$ cat config.mk
export PLATFORM = sky130hd
export DESIGN_NAME = reset_origin_log
export DESIGN_NICKNAME = d
export VERILOG_FILES = /design/src/rtl/reset_origin_pkg.sv /design/src/rtl/reset_origin_ctrl.sv /design/src/rtl/reset_origin_dp.sv /design/src/rtl/reset_origin_log.sv
export SDC_FILE = /design/constraint.sdc
export NUM_CORES = 1
export LEC_CHECK = 0
export BUFFER_PORTS_ARGS = -buffer_cell sky130_fd_sc_hd__buf_2
export CORE_AREA = 2 2 39 41
export DETAILED_ROUTE_END_ITERATION = 10
export DIE_AREA = 0 0 41 43
export SETUP_SLACK_MARGIN = 0.5
export SYNTH_ARGS = -nofsm -noshare
export SYNTH_HDL_FRONTEND = slang
export SYNTH_SLANG_ARGS = --single-unit
$ cat constraint.sdc
create_clock -name clk -period 0.8 [get_ports clk]
set_input_delay 0.2 -clock clk [delete_from_list [all_inputs] [get_ports clk]]
set_output_delay 0.2 -clock clk [all_outputs]
set_load 0.03 [all_outputs]
$ cat src/rtl/reset_origin_pkg.sv
package reset_origin_pkg;
  localparam int NUM_FLAGS = 4;
  localparam int POR_IDX   = 0;

  typedef struct packed {
    logic [NUM_FLAGS-1:0] setMask;
    logic [NUM_FLAGS-1:0] clrMask;
    logic                 wipe;
  } flagCmd_t;
endpackage

$ cat src/rtl/reset_origin_ctrl.sv
module reset_origin_ctrl
  import reset_origin_pkg::*;
(
  input  logic [NUM_FLAGS-1:0] evtVec,
  input  logic                 busWr,
  input  logic [NUM_FLAGS-1:0] wrBits,
  output flagCmd_t             cmd
);
  always_comb begin
    cmd.setMask = evtVec;
    cmd.clrMask = busWr ? ~wrBits : '0;
    cmd.wipe    = evtVec[POR_IDX];
  end
endmodule

$ cat src/rtl/reset_origin_dp.sv
module reset_origin_dp
  import reset_origin_pkg::*;
#(
  parameter int DATA_W = 8
) (
  input  logic              clk,
  input  logic              sysRstN,
  input  flagCmd_t          cmd,
  input  logic              busRd,
  output logic [DATA_W-1:0] busRdata
);
  logic [NUM_FLAGS-1:0] flagQ;

  for (genvar i = 0; i < NUM_FLAGS; i++) begin : g_flag
    logic wipeHit;
    if (i == POR_IDX) begin : g_por
      assign wipeHit = 1'b0;
    end else begin : g_other
      assign wipeHit = cmd.wipe;
    end

    always_ff @(posedge clk) begin
      if (cmd.setMask[i])               flagQ[i] <= 1'b1;
      else if (wipeHit || cmd.clrMask[i]) flagQ[i] <= 1'b0;
    end

    // an event sets the bit even against a clear
    p_set_wins_r8: assert property (@(posedge clk) disable iff (!sysRstN)
      cmd.setMask[i] |=> flagQ[i]);
    // a software clear without an event clears the bit
    p_clear_r5: assert property (@(posedge clk) disable iff (!sysRstN)
      cmd.clrMask[i] && !cmd.setMask[i] |=> !flagQ[i]);
    // no command keeps the bit
    p_hold_r11: assert property (@(posedge clk) disable iff (!sysRstN)
      !cmd.setMask[i] && !cmd.clrMask[i] && !wipeHit |=> $stable(flagQ[i]));
    if (i != POR_IDX) begin : g_wipe_chk
      // power-on wipes the non power-on flags
      p_wipe_r3: assert property (@(posedge clk) disable iff (!sysRstN)
        cmd.wipe && !cmd.setMask[i] |=> !flagQ[i]);
    end
  end

  assign busRdata = busRd ? {{(DATA_W-NUM_FLAGS){1'b0}}, flagQ} : '0;
endmodule

$ cat src/rtl/reset_origin_log.sv
module reset_origin_log
  import reset_origin_pkg::*;
#(
  parameter int DATA_W = 8
) (
  input  logic              clk,
  input  logic              sysRstN,
  input  logic              evtPowerOn,
  input  logic              evtExtPin,
  input  logic              evtBrownOut,
  input  logic              evtWatchdog,
  input  logic              busRd,
  input  logic              busWr,
  input  logic [DATA_W-1:0] busWdata,
  output logic [DATA_W-1:0] busRdata
);
  localparam int HI = DATA_W - 1;

  flagCmd_t             cmd;
  logic [NUM_FLAGS-1:0] evtVec;

  assign evtVec = {evtWatchdog, evtBrownOut, evtExtPin, evtPowerOn};

  reset_origin_ctrl u_ctrl (
    .evtVec (evtVec),
    .busWr  (busWr),
    .wrBits (busWdata[NUM_FLAGS-1:0]),
    .cmd    (cmd)
  );

  reset_origin_dp #(.DATA_W(DATA_W)) u_dp (
    .clk      (clk),
    .sysRstN  (sysRstN),
    .cmd      (cmd),
    .busRd    (busRd),
    .busRdata (busRdata)
  );

  // idle read port drives zero
  p_read_idle_r10: assert property (@(posedge clk) disable iff (!sysRstN)
    !busRd |-> (busRdata == '0));
  // upper bits stay zero after a write touching them
  p_reserved_ignored_r1: assert property (@(posedge clk) disable iff (!sysRstN)
    busWr && (|busWdata[HI:NUM_FLAGS]) |=> (busRdata[HI:NUM_FLAGS] == '0));
  // power-on flag is set after a power-on pulse
  p_por_sets_r6: assert property (@(posedge clk) disable iff (!sysRstN)
    evtPowerOn && busRd |=> (busRdata[POR_IDX] || !busRd));
endmodule

[Yosys cells after proc, flatten, opt, wreduce, memory -nomap -nowiden]
Cells that the tools add are included.
Storage, ports and cells
  register bits after elaboration: 4
  output and inout port bits: 8
Cells by class
  muxes and demuxes: 2
  bitwise logic cells: 1
  reductions and logical operators: 3
Operators by type and width (number)
  $mux 4: 2
  $not 4->4: 1
  $logic_or 1x1->1: 3

[Longest topological paths before layout]
Gate-level depths: netlist of the first run.
  word-level depth: 3
  mapped depth: 2

[By module]
From an unflattened synthesis of the first run, not the netlist that was laid out.
Second synthesis, totals
  cell total of the unflattened synthesis: 30
  area total of the unflattened synthesis: 256.5 um^2
By module, submodules not included
  reset_origin_dp: times used 1, cells each 21, area each 183.9 um^2, seq. area each 80.1 um^2
  reset_origin_ctrl: times used 1, cells each 9, area each 72.6 um^2, seq. area each 0.0 um^2

[Worst setup path before layout of the first run]
Ideal clock, no wire load.
  kind: reg2out
  from: register u_dp.flagQ[0]
  to: output busRdata[0]
  arrival: 0.585 ns
  data required time: 0.600 ns
  setup slack: 0.015 ns
  cell stages (with the launch flop): 2
  buffers on the path: 0
  cells stage by stage: dfxtp_1 > and2_1
Between the ends
  cells in the longest elaborated chain, start to end: 1
RTL lines
  start, declared: line reset_origin_dp.sv:12  | logic [NUM_FLAGS-1:0] flagQ;
  start signal, assigned by index: line reset_origin_dp.sv:23  | if (cmd.setMask[i]) flagQ[i] <= 1'b1;
  start signal, assigned by index: line reset_origin_dp.sv:24  | else if (wipeHit || cmd.clrMask[i]) flagQ[i] <= 1'b0;
  $mux 4: line reset_origin_dp.sv:43  | assign busRdata = busRd ? {{(DATA_W-NUM_FLAGS){1'b0}}, flagQ} : '0;
  end, declared: line reset_origin_log.sv:15  | output logic [DATA_W-1:0] busRdata
Every way passes these cells.

[Worst setup path after layout of the first run]
Ends and elaborated chain as after synthesis.

==> flow_metrics.tcl, run 1 <==
set metrics [dict create \
    status "finished, violations left" \
    violations "negative setup slack" \
    r2r_start "u_dp.flagQ[3]$_SDFFE_PP1P_" \
    design.core.area_mm2 0.001384 \
    comb_power_share 0.254 \
    endpoint "busRdata[0]" \
    insertion_delay_ns 0.23 \
    routedWlPerCell_um 8.611 \
    drv_slew 0 \
    ant_nets 0 \
    dieHeight_um 43 \
    cts_root_buf "clkbuf_4" \
    crit_family "flip-flops" \
    max_freq_ghz 1.000 \
    largest_reg_flops 4 \
    fin_crit_sh 1.250 \
    fp.dieW_um 41 \
    first_global_vias 183 \
    setup_viol 4 \
    diodes 0 \
    worst_ep_arrival_time_ns 0.80 \
    slowest_stage "dfxtp_2" \
    min_path_type "in2reg" \
    num_vias 191 \
    fin_nets 56 \
    endpoint_kind "output pin" \
    syn-mean-instance-area_um2 9.157 \
    r2r_slack_ns 0.22 \
    fin_crit_ns 0.9998 \
    internal_power_mw 0.4649 \
    top_layer_used "met4" \
    die-area_mm2 0.001763 \
    wl_met2_um 213 \
    vias_per_cell 3.537 \
    netlist_instances 22 \
    area_delta_synth_final_pct 70.19 \
    grtUsageTotal 0.06720 \
    met3RoutedLength_um 59 \
    cap_violations 0 \
    hpwl_um 373 \
    wl_met1_um 173 \
    yosysTopAreaCellShare 0.3975 \
    drive_above_1_share 0.6842 \
    wirelength_um 465 \
    drtPass1Iterations 1 \
    setup_tns_ns -0.7870 \
    yosys_warnings 0 \
    required_ns 0.60 \
    post_cts_buffers 0 \
    start_util 0.1456 \
    drt_iter0_markers 0 \
    crit_path_cell_trace "and2_4 > buf_6" \
    netlist_area_um2 201.4 \
    post-route-util 0.2477 \
    synth_area_leader_cell "dfxtp_1" \
    peakVddDrop_v 0.0004862 \
    reg_top3 "u_dp.flagQ x4" \
    max_stage_delay_ns 0.31 \
    cts_htree_levels 1 \
    clk_pin_slew_worst_paths_ns 0.04 \
    r2r_cells 1 \
    cts_tree "done" \
    setup_ws_ns -0.1998 \
    seq_area_frac_synth 0.3975 \
    hold_viol_final 0 \
    overflow 0 \
    gp_congestion 0.5775 \
    synth_area_leaders "dfxtp_1, buf_4, a31o_1" \
    crit_fanout 2 \
    switching_share 0.2751 \
    skew_ns 0 \
    cts.sink_count 4 \
    ios 24 \
    clockBufferDepth 2 \
    switchingPower_mw 0.1764 \
    cp_num_cells 2 \
    port_buffers 14 \
    power_frac_seq 0.351 \
    rsz0062_at_grt "true" \
    start_kind "flip-flop" \
    numCtsBuffers 3 \
    clkPwrFrac 0.395 \
    critical_path_class "reg2out" \
    p_leak_nw 0.1730 \
    fp-row-count 14 \
    startpoint "u_dp.flagQ[0]$_SDFFE_PP1P_" \
    max_flop_register "u_dp.flagQ" \
    powerDensity_mw_per_mm2 1871 \
    drcViolationCount 0 \
    grt_max_degree 5 \
    hold_buffers 0 \
    r2r_end "u_dp.flagQ[3]$_SDFFE_PP1P_" \
    worst-path-buf-inv 1 \
    yosys_register_bits 4 \
    grt_pass1_wl_um 655 \
    ys_types 8 \
    antenna_found_initial 0 \
]
cells in the mapped netlist:
| master | instances |
|---|---|
| and2_1 | 4 |
| buf_4 | 4 |
| dfxtp_1 | 4 |
| nand2b_1 | 4 |
| a31o_1 | 3 |
| a21o_1 | 1 |
| conb_1 | 1 |
| inv_1 | 1 |
layout by cell type (no fill, tap or decap), drive strengths merged:
cell type   n
a21o        1
a31o        3
and2        4
buf        14
clkbuf      3
conb        4
dfxtp       4
inv         1
nand2b      4
repair_timing:
item | 4_1_cts | 5_1_grt
endpoints found under the setup margin | 8 | 8
resized for setup | 8 | 0
pin swaps | 4 | 1
logic make-up after synthesis:
family | share of synthesized area
and+or+nand+nor | 0.2484
buffers and inverters | 0.1677
AOI/OAI and AO/OA | 0.1677
DFF | 0.3975
other | 0.01862
area by class of cell:
type                       instances  area (um^2)
multi-input combinational         16        116.4
fill                             156         1041
tap                               16        20.02
sequential                         4        85.08
timing repair buffer              14        95.09
clock buffer                       3        22.52
inverter                           1        3.754
metal layers:
layer,track usage,vias to the layer above
met5,0,-
met4,0.08000,0
met3,0.06283,2
met2,0.09375,12
met1,0.04167,82
li1,-,95
per-stage QoR:
step / worst slack (ns) / total power [mW] / cell area, um^2 / instances / hold WS [ns]
after floorplan: 0.1168 / 0.3418 / 235.2 / 25 / 0.2859
after global routing: -0.2259 / 0.6750 / 342.8 / 54 / 0.1477
after CTS: -0.2090 / 0.6563 / 342.8 / 54 / 0.1389
after global placement: -0.04114 / 0.3711 / 295.3 / 51 / 0.3863
final: -0.1998 / 0.6413 / 342.8 / 54 / 0.1461
after detailed placement: -0.03749 / 0.3727 / 295.3 / 51 / 0.3856
worst min-delay path by stage:
stage / cells after the start / slack (ns) / startpoint / end
2_1_floorplan: 1 / 0.29 / evtPowerOn / u_dp.flagQ[0]$_SDFFE_PP1P_
3_3_place_gp: 2 / 0.39 / evtWatchdog / u_dp.flagQ[3]$_SDFFE_PP1P_
3_5_place_dp: 2 / 0.39 / evtExtPin / u_dp.flagQ[1]$_SDFFE_PP1P_
4_1_cts: 2 / 0.14 / evtExtPin / u_dp.flagQ[1]$_SDFFE_PP1P_
5_1_grt: 2 / 0.15 / evtPowerOn / u_dp.flagQ[0]$_SDFFE_PP1P_
6_report: 2 / 0.15 / evtExtPin / u_dp.flagQ[1]$_SDFFE_PP1P_
power groups by stage:
stage               combinational (mW)  clock, mW  sequential [mW]
floorplan                        0.115          0            0.227
global placement                 0.143          0            0.228
detailed placement               0.144          0            0.228
CTS                              0.165      0.266            0.225
global route                     0.175      0.274            0.227
finish                           0.163      0.253            0.225
Note: power is estimated with default switching activity, not from simulation.
==> inputs of run 2 (changes only) <==
Clock period 0.8 ns to 1.1 ns, I/O delays scaled along.
==> run 2 against run 1 <==
  * The flow now finishes without violations
  * Flip-flop and latch count did not move
  * Non-clock buffer count did not move
  * Register-to-register slack gained 0.30 ns
  * Sequential power shrank 27%
  * Worst hold slack better by 0.075 ns
  * Count of clock-buffer cells in the layout did not move
==> flow_metrics.tcl, run 2 (synthesis gave the netlist of run 1 again) <==
set metrics [dict create \
    status "finished, final reports clean" \
    required_ns 0.82 \
    fp.dieW_um 41 \
    r2r_slack_ns 0.52 \
    die-area_mm2 0.001763 \
    post_cts_buffers 0 \
    setup_viol 0 \
    overflow 0 \
    grt_pass1_wl_um 655 \
    place_area_um2 295.3 \
    hold_viol_final 0 \
    drive_above_1_share 0.6842 \
    dieHeight_um 43 \
    fin_nets 56 \
    reg_top3 "u_dp.flagQ x4" \
    most-common-layout-cells "buf_2, and2_4, conb_1, buf_6, dfxtp_2" \
    cts_tree "done" \
    fp-row-count 14 \
    crit_fanout 2 \
    worst_ep_arrival_time_ns 0.80 \
    startpoint "u_dp.flagQ[0]$_SDFFE_PP1P_" \
    skew_ns 0 \
    cts.sink_count 4 \
    largest_reg_flops 4 \
    powerDensity_mw_per_mm2 1360 \
    fin_crit_sh 0.9763 \
    drv_slew 0 \
    design.core.area_mm2 0.001384 \
    drt_iter0_markers 0 \
    insertion_delay_ns 0.23 \
    max_flop_register "u_dp.flagQ" \
    drcViolationCount 0 \
    hold_ws_ns 0.2211 \
    final_cell_area_um2 342.8 \
    ios 24 \
    r2r_cells 1 \
    grtUsageTotal 0.06720 \
    diodes 0 \
    ant_nets 0 \
    cts_root_buf "clkbuf_4" \
    vias_per_cell 3.537 \
    dp.cells 51 \
    num_vias 191 \
    r2r_end "u_dp.flagQ[3]$_SDFFE_PP1P_" \
    area_delta_synth_final_pct 70.19 \
    setup_tns_ns 0 \
    endpoint "busRdata[0]" \
    numCtsBuffers 3 \
    p_leak_nw 0.1730 \
    post_layout_nonfiller_instances 54 \
    clockBufferDepth 2 \
    min_path_type "in2reg" \
    wirelength_um 465 \
    endpoint_kind "output pin" \
    rsz0062_at_grt "true" \
    hpwl_um 373 \
    r2r_start "u_dp.flagQ[3]$_SDFFE_PP1P_" \
    first_global_vias 183 \
    fillers 156 \
    cts_htree_levels 1 \
    layout_commonest_cell "buf_2" \
    start_util 0.1456 \
    peakVddDrop_v 0.0003531 \
    port_buffers 14 \
    clk_pin_slew_worst_paths_ns 0.04 \
    drtPass1Iterations 1 \
    max_freq_ghz 0.9312 \
    fin_crit_ns 1.074 \
    start_kind "flip-flop" \
    gp_congestion 0.5775 \
    cap_violations 0 \
    total_power_mw 0.4662 \
    antenna_found_initial 0 \
    routedWlPerCell_um 8.611 \
    critical_path_class "reg2out" \
    grt_max_degree 5 \
]
-- run 2: power breakdown --
group / switching [mW] / total (mW) / internal [mW]
Combinational: 0.0616 / 0.119 / 0.0570
Sequential: 0.00468 / 0.164 / 0.159
Clock: 0.0619 / 0.184 / 0.122
-- run 2: what timing repair did --
action,4_1_cts,5_1_grt
hold buffers,0,0
resized for setup,8,0
setup endpoints to repair,4,5
pin swaps,4,0
-- run 2: routing by layer --
layer / share of wire / wire [um] / global-route usage
met1: 0.37 / 173 / 0.04167
met2: 0.46 / 213 / 0.09375
met3: 0.13 / 59 / 0.06283
met4: 0.039 / 18 / 0.08000
met5: 0 / 0 / 0
-- run 2: area by class of cell --
| class | count | area [um^2] | share of cell area |
|---|---|---|---|
| tap | 16 | 20.02 | 0.05839 |
| inverter | 1 | 3.754 | 0.01095 |
| multi-input combinational | 16 | 116.4 | 0.3394 |
| sequential | 4 | 85.08 | 0.2482 |
| clock buffer | 3 | 22.52 | 0.06569 |
| timing repair buffer | 14 | 95.09 | 0.2774 |
-- run 2: critical path, cell delays in order (launching register included) --
cell and delay [ns]:
dfxtp_2 0.31, and2_4 0.13, buf_6 0.13
-- run 2: worst min-delay path by stage --
stage / startpoint / endpoint / depth (start not counted)
global route: evtPowerOn / u_dp.flagQ[0]$_SDFFE_PP1P_ / 2
CTS: evtExtPin / u_dp.flagQ[1]$_SDFFE_PP1P_ / 2
floorplan: evtPowerOn / u_dp.flagQ[0]$_SDFFE_PP1P_ / 1
finish: evtExtPin / u_dp.flagQ[1]$_SDFFE_PP1P_ / 2
global placement: u_dp.flagQ[0]$_SDFFE_PP1P_ / u_dp.flagQ[0]$_SDFFE_PP1P_ / 1
detailed placement: u_dp.flagQ[0]$_SDFFE_PP1P_ / u_dp.flagQ[0]$_SDFFE_PP1P_ / 1
-- run 2: through the flow --
| step | util | worst slack (ns) |
|---|---|---|
| floorplan | - | 0.3418 |
| global placement | 0.2134 | 0.1089 |
| detailed placement | 0.2134 | 0.1125 |
| CTS | 0.2477 | 0.01604 |
| global route | 0.2477 | -0.001667 |
| finish | 0.2477 | 0.02609 |
